### config.mk
export PLATFORM = sky130hd
export DESIGN_NAME = regfile_decode
export DESIGN_NICKNAME = d
export VERILOG_FILES = /design/src/rtl/regfile_decode.sv
export SDC_FILE = /design/constraint.sdc
export NUM_CORES = 1
export LEC_CHECK = 0
export BUFFER_PORTS_ARGS = -buffer_cell sky130_fd_sc_hd__buf_2
export CAP_MARGIN = 20
export CORE_ASPECT_RATIO = 2
export CORE_MARGIN = 3
export CORE_UTILIZATION = 45
export CTS_BUF_LIST = sky130_fd_sc_hd__clkbuf_8
export DETAILED_ROUTE_END_ITERATION = 16
export GPL_TIMING_DRIVEN = 0
export SKIP_CTS_REPAIR_TIMING = 1
export SYNTH_ARGS = -nofsm -noshare
export SYNTH_HDL_FRONTEND = slang
export SYNTH_SLANG_ARGS = --single-unit
### constraint.sdc
create_clock -name clk -period 5.34 [get_ports clk]
set_input_delay 0.267 -clock clk [delete_from_list [all_inputs] [get_ports clk]]
set_output_delay 0.267 -clock clk [all_outputs]
set_load 0.02 [all_outputs]
### src/rtl/regfile_decode.sv
module regfile_decode #(
  parameter int DW    = 32,
  parameter int NREG  = 8,
  parameter int IDW   = 4,
  parameter int SP_ID = 4
) (
  input  logic           clk,
  input  logic           rst,
  input  logic [3:0]     op,
  input  logic [IDW-1:0] ra,
  input  logic [IDW-1:0] rb,
  input  logic           cond,
  input  logic [DW-1:0]  val_e,
  input  logic [DW-1:0]  val_m,
  output logic [IDW-1:0] src_a,
  output logic [IDW-1:0] src_b,
  output logic [IDW-1:0] dst_e,
  output logic [IDW-1:0] dst_m,
  output logic [DW-1:0]  val_a,
  output logic [DW-1:0]  val_b
);
  localparam int AW = $clog2(NREG);
  localparam logic [IDW-1:0] NONE = '1;
  localparam logic [IDW-1:0] SP = IDW'(SP_ID);

  localparam logic [3:0] OP_MOV = 4'h2, OP_IMM = 4'h3, OP_ST  = 4'h4,
                         OP_LD  = 4'h5, OP_ALU = 4'h6, OP_CALL = 4'h8,
                         OP_RET = 4'h9, OP_PUSH = 4'hA, OP_POP = 4'hB;

  logic [DW-1:0] rf [NREG];

  always_comb begin
    src_a = NONE;
    src_b = NONE;
    dst_e = NONE;
    dst_m = NONE;
    case (op)
      OP_MOV:  begin src_a = ra; if (cond) dst_e = rb; end
      OP_IMM:  dst_e = rb;
      OP_ST:   begin src_a = ra; src_b = rb; end
      OP_LD:   begin src_b = rb; dst_m = ra; end
      OP_ALU:  begin src_a = ra; src_b = rb; dst_e = rb; end
      OP_CALL: begin src_b = SP; dst_e = SP; end
      OP_RET:  begin src_a = SP; src_b = SP; dst_e = SP; end
      OP_PUSH: begin src_a = ra; src_b = SP; dst_e = SP; end
      OP_POP:  begin src_a = SP; src_b = SP; dst_e = SP; dst_m = ra; end
      default: ;
    endcase
  end

  assign val_a = (int'(src_a) < NREG) ? rf[src_a[AW-1:0]] : '0;
  assign val_b = (int'(src_b) < NREG) ? rf[src_b[AW-1:0]] : '0;

  always_ff @(posedge clk) begin
    for (int i = 0; i < NREG; i++) begin
      if (rst)                     rf[i] <= '0;
      else if (dst_m == IDW'(i))   rf[i] <= val_m;
      else if (dst_e == IDW'(i))   rf[i] <= val_e;
    end
  end
endmodule

## Word level (Yosys, flattened, before mapping)

Memory sizes are Yosys's and may differ from the RTL's.
Cells that the tools add are included.

| storage, ports and cells | value |
|---|---|
| bits in registers | 0 |
| bits in writable memories | 256 |
| input port bits | 79 |
| output and inout bits | 80 |
| logic and storage cells | 131 |
| memories kept | 1 |

| cells by class | value |
|---|---|
| magnitude comparators | 2 |
| eq/ne operators | 23 |
| multiplexer cells | 81 |
| bitwise logic cells | 16 |
| reduce and logical (&&, ||, !) cells | 8 |

Memories:

| memory | depth | bits a word | read ports | clocked after memory_dff | wr ports | RTL line | RTL |
|---|---|---|---|---|---|---|---|
| rf | 8 | 32 | 2 | 0 | 8 | 30 | `logic [DW-1:0] rf [NREG];` |

Operators with widths:

| kind | count |
|---|---|
| 32-bit 2-to-1 mux | 18 |
| 1-bit 2-to-1 mux | 58 |
| 4-bit by 3-bit == test with 1-bit output, second input constant | 11 |
| 4-bit by 2-bit == test with 1-bit output, second input constant | 6 |
| 4-bit == test, second input constant | 4 |
| 1-bit OR | 16 |
| 4-bit one-hot mux with 2 select lines | 2 |
| 4-bit one-hot mux with 3 select lines | 1 |
| 4-bit by 1-bit == test with 1-bit output, second input constant | 2 |
| 4-bit zero test | 2 |
| 4-bit less-than comparator, second input constant | 2 |
| 4-bit 2-to-1 mux | 2 |
| 4-bit OR reduction | 2 |
| 2-bit OR reduction | 3 |
| 3-bit OR reduction | 1 |

## Depth between registers and ports, before layout

| depth | value |
|---|---|
| depth in word-level cells | 9 |
| mapped depth | 10 |
| mapped depth without buffers | 7 |

## Worst setup path before layout

Ideal clock, no wire load.

| timing | value |
|---|---|
| path type | in2reg |
| start point | input port op[3] |
| end point | memory rf[7][0], enable pin |
| library setup time | 466 ps |
| data arrival time | 3880 ps |
| required time | 4874 ps |
| slack | 994 ps |
| cell stages on the path | 7 |
| cells stage by stage | buf_2 -> or4_1 -> o2111a_1 -> a21oi_2 -> buf_2 -> inv_1 -> o21ai_0 |

RTL lines:

| what | RTL line | RTL |
|---|---|---|
| start, declared | 9 | `input logic [3:0] op,` |
| end, declared | 30 |  |

## Worst setup path in the final report

| timing | value |
|---|---|
| start point | input port op[2] |
| end point | output port val_b[26] |

| between the ends | value |
|---|---|
| longest elaborated chain between the ends | 5 |

RTL lines:

| what | RTL line | RTL |
|---|---|---|
| 4-bit == test or 4-bit by 3-bit == test with 1-bit output (tied branches) | 37 | `case (op)` |
| 4-bit OR reduction (no source line) or 3-bit OR reduction (tied branches) | -- |  |
| 4-bit one-hot mux with 2 select lines * | 37 |  |
| memory 8 x 32 bit or 4-bit less-than comparator (tied branches) | -- |  |
| 32-bit 2-to-1 mux * | 52 | `assign val_b = (int'(src_b) < NREG) ? rf[src_b[AW-1:0]] : '0;` |
| end, declared | 20 | `output logic [DW-1:0] val_b` |

Every way passes the cells marked *; elsewhere a longest branch is shown, timed or not.

==> flow_summary.yaml <==
status:
  status: "finished, final reports clean"
global_routing:
  grt_pass1_wl_um: 97300
  grt_max_degree: 33
  track_usage_pct: 36.3
  grt_pass1_vias: 14900
  antenna_found_initial: 3
  grt_overflow: 0
sta:
  fmax_ghz: 0.301
  finalMaxSlewViolations: 0
  setup_violations: 0
  finalCritPeriodShare_pct: 62.2
  max_slew_margin_pct: 22.4
  hold_viol_final: 0
  tns_ps: 0
  worst_pin_slew_ps: 1160
  holdWs_ps: 96.3
  fin_crit_ps: 3320
  rsz0062_at_grt: "false"
clock_network:
  cts_sinks: 256
  cts_root_buf: "clkbuf_8"
  cts_tree: "built"
  htree_levels: 2
  clockBufferDepth: 3
  clkTransAtPathRegs_ps: 70
  cts_buffers: 38
finish:
  fin_area_um2: 17600
  multi_input_area_um2: 6960
  layout_common_cells: "nand2_1 (295), edfxtp_1 (256), a22o_1 (236)"
  register_area_um2: 7690
  area_growth_pct: 12.3
  fin_nets: 1715
  largest_register_ffs: 256
  fin_util_pct: 51.2
  fill_cells: 3287
  final_common_cell: "nand2_1"
  drive_gt1_share_pct: 15.8
  largest_register: "rf"
  reg_top3: "rf: 256 flops"
detailed_routing:
  routed_wl_um: 68800
  num_vias: 14800
  antenna_left: 0
  via_per_inst: 7.03
  firstDrtPassIters: 6
  drc: 0
  avgRoutedWirePerCell_um: 32.7
  drtIter0Drc: 1430
place:
  placed_area_um2: 16900
  dp_hpwl_um: 47100
  io_buffer_count: 89
  place.gp.congestion: 0.974
floorplanning:
  initial_utilization_pct: 45.6
  ios: 159
  core_um2: 34400
  fp.dieW_um: 138
  rows: 96
  die_h_um: 270
  die_area_um2: 37200
power_and_ir_drop:
  irDropWorstVdd_mv: 0.188
  p_total_mw: 4.99
  p_leak_nw: 6.53
  powerDensity_nw_per_um2: 284
critical_path:
  cp.arrival_ps: 3050
  endpoint_kind: "output port"
  startpoint_type: "input port"
  crit_required_ps: 5070
  critical_path_class: "input port to output port"
  crit_fanout: 10
logic_synthesis:
  ys_async_sr_fraction_pct: 0
  yosysWarnings: 0
  syn_area_um2: 15700
  ys_seq_elements: 256
  netlist_instances: 1498
  ys_types: 56
  synth-seq-area-share_pct: 49.0
  synthesis.nets: 1577
  ys.flop_type: "edfxtp_1"
  synth_edf_count: 256
  syn_avg_cell_area_um2: 10.5
hold_path:
  hp-class: "input port to flip-flop"
  whs_path_depth: 3
job:
  cap_violations: 0
## through the flow
| stage | setup WS [ps] | cells |
|---|---|---|
| after floorplan | 994 | 1498 |
| after global placement | -2070 | 2028 |
| after detailed placement | 1740 | 2037 |
| after CTS | 2160 | 2103 |
| after global routing | 1920 | 2105 |
| final | 2020 | 2106 |
## cell usage after synthesis (all sizes together), types with 5 or more instances
master / instances / area share [%]
o21ai: 5 / 0.18
a32oi: 32 / 1.8
a32o: 20 / 1.3
a31oi: 35 / 1.4
o221ai: 32 / 1.8
nor4: 6 / 0.42
clkbuf: 107 / 2.6
inv: 12 / 0.29
or3: 6 / 0.24
nor3: 15 / 0.73
nand2b: 8 / 0.32
buf: 113 / 3.8
or2: 6 / 0.24
nand3: 33 / 1.1
and2: 7 / 0.31
nor2: 20 / 0.48
a211o: 33 / 1.8
nand4b: 32 / 1.8
a22o: 236 / 13
a21oi: 37 / 1.2
a221oi: 32 / 1.8
edfxtp: 256 / 49
a22oi: 32 / 1.5
mux2i: 64 / 4.1
nand2: 295 / 7.1
## per-layer routing
| metal | GRT usage [%] | wire, µm | share of wire (%) |
|---|---|---|---|
| met5 | 0 | 0 | 0 |
| met4 | 24.2 | 5300 | 7.7 |
| met3 | 7.01 | 6000 | 8.7 |
| met2 | 63.1 | 35300 | 51 |
| met1 | 39.1 | 22300 | 32 |
## path summary, 6_finish.rpt
check      start         to
min    val_m[24]  rf[6][24]
max        op[2]  val_b[26]
## critical path, stage by stage
cell and delay [ps]:
buf_2 100, buf_4 150, nand2b_1 180, or2_2 160, nor2_1 60, a21oi_1 780
clkbuf_1 750, o221ai_1 330, buf_2 250
## where the power goes
group          leakage, nW  total [mW]  switching [mW]  internal (mW)
combinational         3.67       0.904           0.642          0.262
clock                0.401        1.67           0.837          0.828
sequential            2.45        2.42          0.0707           2.35
total                 6.53        4.99            1.55           3.44
## layout make-up
| class | count | area share [%] |
|---|---|---|
| clock inverter | 27 | 1.11 |
| multi-input combinational | 1010 | 39.6 |
| tap | 441 | 3.14 |
| clock buffer | 39 | 3.05 |
| sequential | 256 | 43.7 |
| buffer | 220 | 5.73 |
| antenna | 3 | 0.0427 |
| timing repair buffer | 98 | 3.44 |
| inverter | 12 | 0.256 |
## logic make-up (layout without fill, tap and decap cells)
kind of cell           Yosys count  in the layout  synth area share (%)
DFF                            256            256                  49.0
buffers and inverters          232            396                  6.72
AOI/OAI and AO/OA              505            505                  26.8
other                            0              3                     0
muxes                           64             64                  4.09
and+or+nand+nor                441            441                  13.3
(Power assumes the default switching activity.)
